**src/rtl/symtrig_capture.sv**
```systemverilog
module symtrig_capture #(
  parameter int DEPTH = 16,
  parameter int RAW_W = 20,
  parameter int LANES = 2,
  localparam int AW = $clog2(DEPTH),
  localparam int DW = 8 * LANES
) (
  input  logic             clk,
  input  logic             rst_n,
  input  logic             arm,
  input  logic [LANES-1:0] byte_en,
  input  logic [DW-1:0]    pat_data,
  input  logic [LANES-1:0] pat_k,
  input  logic             in_valid,
  input  logic [RAW_W-1:0] raw_word,
  input  logic [DW-1:0]    dec_data,
  input  logic [LANES-1:0] dec_k,
  output logic             trig_pulse,
  output logic [1:0]       state_o,
  input  logic [AW-1:0]    rd_addr,
  output logic [RAW_W-1:0] rd_data
);
  typedef enum logic [1:0] {S_IDLE = 2'd0, S_ARMED = 2'd1, S_CAP = 2'd2, S_DONE = 2'd3} st_t;
  localparam logic [AW-1:0] LAST = AW'(DEPTH - 1);

  st_t              st;
  logic [AW-1:0]    wr_ptr;
  logic [LANES-1:0] lane_hit;
  logic             hit, we;
  logic [AW-1:0]    waddr;
  logic [RAW_W-1:0] buf_q [DEPTH];

  for (genvar i = 0; i < LANES; i++) begin : g_lane
    assign lane_hit[i] = !byte_en[i] ||
      ((dec_data[8*i +: 8] == pat_data[8*i +: 8]) && (dec_k[i] == pat_k[i]));
  end

  assign hit     = in_valid && (&lane_hit);
  assign we      = (st == S_ARMED && hit) || (st == S_CAP && in_valid);
  assign waddr   = (st == S_ARMED) ? '0 : wr_ptr;
  assign state_o = st;

  always_ff @(posedge clk) begin
    if (!rst_n) begin
      st         <= S_IDLE;
      wr_ptr     <= '0;
      trig_pulse <= 1'b0;
    end else begin
      trig_pulse <= 1'b0;
      case (st)
        S_IDLE:  if (arm) st <= S_ARMED;
        S_ARMED: if (hit) begin
          st         <= S_CAP;
          wr_ptr     <= AW'(1);
          trig_pulse <= 1'b1;
        end
        S_CAP:   if (in_valid) begin
          wr_ptr <= wr_ptr + AW'(1);
          if (wr_ptr == LAST) st <= S_DONE;
        end
        S_DONE:  if (arm) st <= S_ARMED;
        default: st <= S_IDLE;
      endcase
    end
  end

  always_ff @(posedge clk) begin
    if (we) buf_q[waddr] <= raw_word;
    rd_data <= buf_q[rd_addr];
  end

  assert_pulse_single_R5: assert property (@(posedge clk) disable iff (!rst_n)
    trig_pulse |=> !trig_pulse);
  assert_pulse_from_armed_R5: assert property (@(posedge clk) disable iff (!rst_n)
    trig_pulse |-> ($past(st) == S_ARMED && st == S_CAP));
  assert_idle_no_trigger_R2: assert property (@(posedge clk) disable iff (!rst_n)
    (st == S_IDLE) |=> (st != S_CAP && !trig_pulse));
  assert_done_holds_R7: assert property (@(posedge clk) disable iff (!rst_n)
    (st == S_DONE && !arm) |=> (st == S_DONE));
  assert_last_word_done_R7: assert property (@(posedge clk) disable iff (!rst_n)
    (st == S_CAP && in_valid && wr_ptr == LAST) |=> (st == S_DONE));
  assert_gap_holds_ptr_R6: assert property (@(posedge clk) disable iff (!rst_n)
    (st == S_CAP && !in_valid) |=> ($stable(wr_ptr) && st == S_CAP));
  assert_arm_ignored_cap_R9: assert property (@(posedge clk) disable iff (!rst_n)
    (st == S_CAP && arm) |=> (st != S_ARMED));
endmodule

```
**config.mk**
```make
export PLATFORM = sky130hd
export DESIGN_NAME = symtrig_capture
export DESIGN_NICKNAME = d
export VERILOG_FILES = /design/src/rtl/symtrig_capture.sv
export SDC_FILE = /design/constraint.sdc
export NUM_CORES = 1
export LEC_CHECK = 0
export BUFFER_PORTS_ARGS = -buffer_cell sky130_fd_sc_hd__buf_4
export CAP_MARGIN = 10
export CORE_MARGIN = 4
export CORE_UTILIZATION = 54
export CTS_BUF_LIST = sky130_fd_sc_hd__clkbuf_8 sky130_fd_sc_hd__clkbuf_16
export DETAILED_ROUTE_END_ITERATION = 8
export PLACE_DENSITY_LB_ADDON = 0.08
export SYNTH_ARGS = -nofsm -noshare
export SYNTH_HDL_FRONTEND = slang
export SYNTH_SLANG_ARGS = --single-unit
```
**constraint.sdc**
```tcl
create_clock -name clk -period 3.3 [get_ports clk]
set_input_delay 0.165 -clock clk [delete_from_list [all_inputs] [get_ports clk]]
set_output_delay 0.165 -clock clk [all_outputs]
set_load 0.005 [all_outputs]
```
==> metrics.cfg, run 1 <==
[worst_setup_path]
critPathKind = flip-flop to flip-flop
path_max_fanout = 20
required_ps = 3460
endpoint_kind = flip-flop
arrival_ps = 2640
worstRegToRegCells = 8
r2r_end = buf_q[4][6]
worstReg2RegStart = state_o[0]
worst_setup_path_start_kind = flip-flop
r2r_setup_slack_ps = 820

[synth]
yosys.area_share.simple = 0.02154
yosys.area.top_type = edfxtp_1
postSynth.asyncResetShare = 0
ys.flop_type = edfxtp_1
syn_nets = 663
yosys_warnings = 0
synth_fa_ha_area_frac = 0.003683
synthXorXnorAreaFrac = 0.01160
ys_top_cells_by_area = edfxtp_1 71%, mux4_1 12%, mux4_2 6.3%
synth_top_family_by_area = multiplexers
synthCells = 593
synthesis.area_sq_um = 13590
synth_edf_count = 320
ys_ff_latch = 347
yosysTopAreaCellShare = 0.7071
synth-compound-area-share = 0.01657
synth_cell_types = 37
syn_area_per_cell_sq_um = 22.92
synth_seq_area_share = 0.7469
muxShareOfSynthArea = 0.1843

[min_path]
min_path_type = input pin to flip-flop
hold_depth = 1
hold_path_end = buf_q[10][2]
min-delay-start = raw_word[2]

[clock_tree]
cts.clk_slew.worst_paths_ps = 60
cts_resized = 0
cts_tree = done
cts.path.max_buffers = 3
cts_root_buffer = clkbuf_16
clock_latency_ps = 510
h-tree-depth = 2
numCtsBuffers = 35
cts_sinks = 347

[floorplanning]
core_sq_um = 24530
fp.dieW_microns = 166.6
die_h_microns = 166.6
rows = 57
die_area_sq_um = 27770
ios = 89
initial_core_util = 0.5539

[power]
combPwrFrac = 0.075
seqPwrFrac = 0.524
p_sw_mw = 1.963
power_density_nw_per_um2 = 587.5
power_mw = 9.411
vdd_drop_max_mv = 0.3806
sw_frac_of_total = 0.2086
leakage_nw = 5.467
p_clk_frac = 0.401
internal_power_mw = 7.448

[global_route]
grt_overflow = 0
grt_pass1_wl_microns = 41320
grt_usage = 0.1991
antenna_found_initial = 2
grt_pass1_vias = 6704
grt_max_degree = 39

[layout]
layout_common_cells = 320 x edfxtp_1, 108 x buf_4, 62 x mux4_1
layout.cells.non_filler = 1079
area_growth_pct = 17.87
finalInstanceArea_sq_um = 16020
layout_commonest_cell = edfxtp_1
nets = 800
drive_above_1_share = 0.2901
fin_util = 0.6529
antenna_cells = 0

[drt]
routed_wl_microns = 27310
drc_errors = 0
vias_per_cell = 6.019
drtIter0Drc = 529
drtPass1Iterations = 4
drtAntennaViolNets = 0
wl_per_cell_microns = 25.31
num_vias = 6494

[sta]
maxSlewHeadroom = 0.5954
tns_ps = 0
fin_crit_sh = 0.7504
min_period_ps = 2476
clock_skew_ps = 14.88
drv_slew = 0
finalHoldViolations = 0
setup_viol = 0
fin_hold_ws_ps = 19.94
worstMarginPinSlew_ps = 606.9
fmax_mhz = 403.8
setup_ws_ps = 823.8
rsz0062_at_grt = no

[place]
gp_congestion = 0.7848
dp.cells = 998
placed_cell_area_sq_um = 14720
dpl.hpwl_microns = 16280
place_ws_ps = 835.0
port_buffers = 88

[flow_run]
drv_cap = 0

[outcome]
status = finished clean

-- final cells by class --
| type | instances | area, sq um |
|---|---|---|
| inverter | 3 | 11.26 |
| clock buffer | 39 | 953.4 |
| fill | 1661 | 8516 |
| timing repair buffer | 130 | 1061 |
| tap | 324 | 405.4 |
| multi-input combinational | 213 | 3283 |
| clock inverter | 23 | 153.9 |
| sequential | 347 | 10150 |
-- registers in the layout, indices dropped and copies added, names as in the netlist --
name	count
rd_data	20
trig_pulse	1
state_o	2
wr_ptr	4
buf_q	320
-- per-layer routing --
metal,track usage,vias up,part of all wire
met2,0.3091,243,0.47
met3,0.04551,44,0.072
met4,0.04945,2,0.020
met5,0,-,0.00048
met1,0.2938,3381,0.44
li1,-,2824,-
-- cells in the mapped netlist (2+ instances only) --
cell      count
buf_12        2
nand2_1      12
o21ai_0       5
a21oi_1      11
clkbuf_1     21
nand3_1       8
nor2b_1       3
ha_1          4
xor2_1        4
nor2_1       17
mux4_1       62
o41ai_4       2
nand2b_1      4
inv_1         3
nand3b_1      2
nand4_1       3
a31oi_1       2
xnor2_1      14
edfxtp_1    320
mux2i_1       2
buf_6         7
a211oi_1      3
mux4_2       38
nor4_1        4
o211ai_1      2
dfxtp_1      27
-- logic make-up (layout without fill, tap and decap cells) --
family / count (synthesis) / in the layout
AO/OA/AOI/OAI: 30 / 30
XOR/XNOR: 18 / 18
adder cells (fa/ha/maj): 4 / 4
buffers and inverters: 33 / 195
flip-flops: 347 / 347
multiplexers: 102 / 102
AND/OR/NAND/NOR: 59 / 59
-- worst max-delay path, stage by stage, from the launching register on --
cell and delay, ps:
dfxtp_1 370, inv_1 80, ha_1 350, nand2_1 190, or2_2 400, nor2_1 110
nand2_1 150, nor2_2 140, buf_4 340
-- worst max path at each step --
stage | start | endpoint | slack, ps
3_3_place_gp | state_o[0] | buf_q[8][19] | 920
3_5_place_dp | state_o[0] | buf_q[8][0] | 830
4_1_cts | state_o[0] | buf_q[8][8] | 830
2_1_floorplan | state_o[1] | buf_q[1][0] | -240
5_1_grt | state_o[0] | buf_q[8][8] | 610
6_report | state_o[0] | buf_q[4][6] | 820
-- power by group through the flow --
stage	combinational (mW)	sequential, mW	clock, mW
after CTS	0.713	4.93	3.85
after floorplan	0.397	5.01	0
final	0.709	4.93	3.77
after detailed placement	0.691	5.02	0
after global placement	0.667	5.01	0
after global routing	0.769	4.93	4.07
-- what timing repair did --
action,CTS,global route
setup buffers,0,0
hold endpoints to repair,289,0
hold buffers,19,0
(Power assumes the default switching activity.)
==> run 2: changes to the inputs <==
--- a/config.mk
+++ b/config.mk
@@ -8,7 +8,7 @@
 export BUFFER_PORTS_ARGS = -buffer_cell sky130_fd_sc_hd__buf_4
 export CAP_MARGIN = 10
 export CORE_MARGIN = 4
-export CORE_UTILIZATION = 54
+export CORE_UTILIZATION = 55
 export CTS_BUF_LIST = sky130_fd_sc_hd__clkbuf_8 sky130_fd_sc_hd__clkbuf_16
 export DETAILED_ROUTE_END_ITERATION = 8
 export PLACE_DENSITY_LB_ADDON = 0.08
==> constraint.sdc (replaced) <==
create_clock -name clk -period 2.5 [get_ports clk]
set_input_delay 0.125 -clock clk [delete_from_list [all_inputs] [get_ports clk]]
set_output_delay 0.125 -clock clk [all_outputs]
set_load 0.005 [all_outputs]
==> run 2 against run 1 <==
Against the previous run:
- non-clock buffer count grew 18
- final area grew 1.6%
- flip-flop and latch count is the same
- sequential share of layout area shrank 1.0 points
- worst setup slack lost 530 ps
- combinational power grew 34%
- global-route usage grew 0.49 points
==> metrics.cfg, run 2 (synthesized netlist as in run 1, its figures left out) <==
[global_route]
grt_usage = 0.2040
grt_pass1_vias = 6734
grt_max_degree = 39
grt_pass1_wl_microns = 40740
antenna_found_initial = 0
grt_overflow = 0

[layout]
layout.cells.non_filler = 1097
finalInstanceArea_sq_um = 16280
area_growth_pct = 19.77
layout_commonest_cell = edfxtp_1
nets = 818
largest_reg_flops = 320
reg.largest.list = buf_q (320), rd_data (20), wr_ptr (4)
largest-register = buf_q
drive_above_1_share = 0.3014
antenna_cells = 0
layout_common_cells = 320 x edfxtp_1, 120 x buf_4, 62 x mux4_1

[drt]
vias_per_cell = 5.890
num_vias = 6461
wl_per_cell_microns = 24.32
drtAntennaViolNets = 0
drc_errors = 0
drtIter0Drc = 482
drtPass1Iterations = 5
routed_wl_microns = 26680

[power]
p_sw_mw = 2.571
p_clk_frac = 0.412
power_density_nw_per_um2 = 779.0
seqPwrFrac = 0.513
vdd_drop_max_mv = 0.6272
combPwrFrac = 0.075
leakage_nw = 5.592
sw_frac_of_total = 0.2027
internal_power_mw = 10.11

[sta]
fin_crit_sh = 0.8834
fin_hold_ws_ps = 48.82
tns_ps = 0
finalHoldViolations = 0
maxSlewHeadroom = 0.5929
min_period_ps = 2209
clock_skew_ps = 11.13
worstMarginPinSlew_ps = 609.8
setup_viol = 0
drv_slew = 0
fmax_mhz = 452.8
rsz0062_at_grt = no

[outcome]
status = finished clean

[worst_setup_path]
worst_setup_path_start_kind = flip-flop
arrival_ps = 2390
endpoint_kind = flip-flop
critPathKind = flip-flop to flip-flop
path_max_fanout = 14
required_ps = 2690

[floorplanning]
die_area_sq_um = 27290
ios = 89
core_sq_um = 24320
die_h_microns = 165.2
initial_core_util = 0.5588
fp.dieW_microns = 165.2
rows = 57

[place]
port_buffers = 88
gp_congestion = 0.7810
dpl.hpwl_microns = 16810
dp.cells = 1013
placed_cell_area_sq_um = 14900

[clock_tree]
cts_sinks = 347
numCtsBuffers = 35
cts_tree = done
cts.path.max_buffers = 3
cts_root_buffer = clkbuf_16
cts.clk_slew.worst_paths_ps = 60
h-tree-depth = 2
clock_latency_ps = 500

[flow_run]
drv_cap = 0

[min_path]
min_path_type = input pin to flip-flop

-- run 2: cell types whose count changed in the layout (fill, tap and decap cells not counted), moves of 3 or more --
cell | previous run | this run
dlygate4sd3_1 | 19 | 22
bufinv_16 | 2 | 6
buf_12 | 3 | 6
nor4_2 | 3 | 0
nor4_4 | 0 | 3
buf_4 | 108 | 120
-- run 2: critical path, stage by stage, from the launching register on --
cell and delay (ps):
dfxtp_1 370, inv_1 80, ha_1 160, nand2_1 110, or2_2 410, nor2_1 120, nand2_1 170, nor2_2 210
buf_4 260
-- run 2: repair_timing --
item / in CTS / in global routing
hold buffers: 22 / 0
setup buffers: 0 / 0
hold endpoints to repair: 327 / 0
resized for setup: 0 / 0
setup endpoints to repair: 0 / 0
-- run 2: worst paths after layout --
kind	startpoint	endpoint	slack, ps	cells after the start
setup / recovery	state_o[0]	buf_q[5][3]	290	8
hold / removal	arm	state_o[1]	50	4
setup reg to reg	state_o[0]	buf_q[5][3]	290	8
hold reg to reg	wr_ptr[1]	wr_ptr[1]	670	2
-- run 2: layout make-up --
cell class              count  area (sq um)
flip-flops and latches    347         10150
fillers                  1580          8044
multi-input cells         213          3309
repair buffers            148          1241
clock buffers              36         889.6
well taps                 324         405.4
clock inverters            26         269.0
inverters                   3         11.26
-- run 2: stage by stage --
step	power, mW	util	setup slack [ps]
detailed placement	7.559	0.6125	320.0
floorplan	7.143	-	-244.0
CTS	12.80	0.6692	300.3
finish	12.68	0.6692	291.5
global placement	7.518	0.6125	361.0
global route	13.13	0.6692	100.7
-- run 2: layer usage --
metal,up-vias,global-route usage,share of wire
met5,-,0,0
met3,33,0.03673,0.057
li1,2859,-,-
met1,3358,0.2894,0.42
met2,211,0.3374,0.51
met4,0,0.04688,0.017
-- run 2: power by group through the flow --
stage               Sequential [mW]  Combinational [mW]  Clock (mW)
global placement               6.62               0.898           0
finish                         6.51               0.953        5.22
global route                   6.51                1.04        5.59
floorplan                      6.61               0.529           0
detailed placement             6.63               0.933           0
CTS                            6.50               0.967        5.33
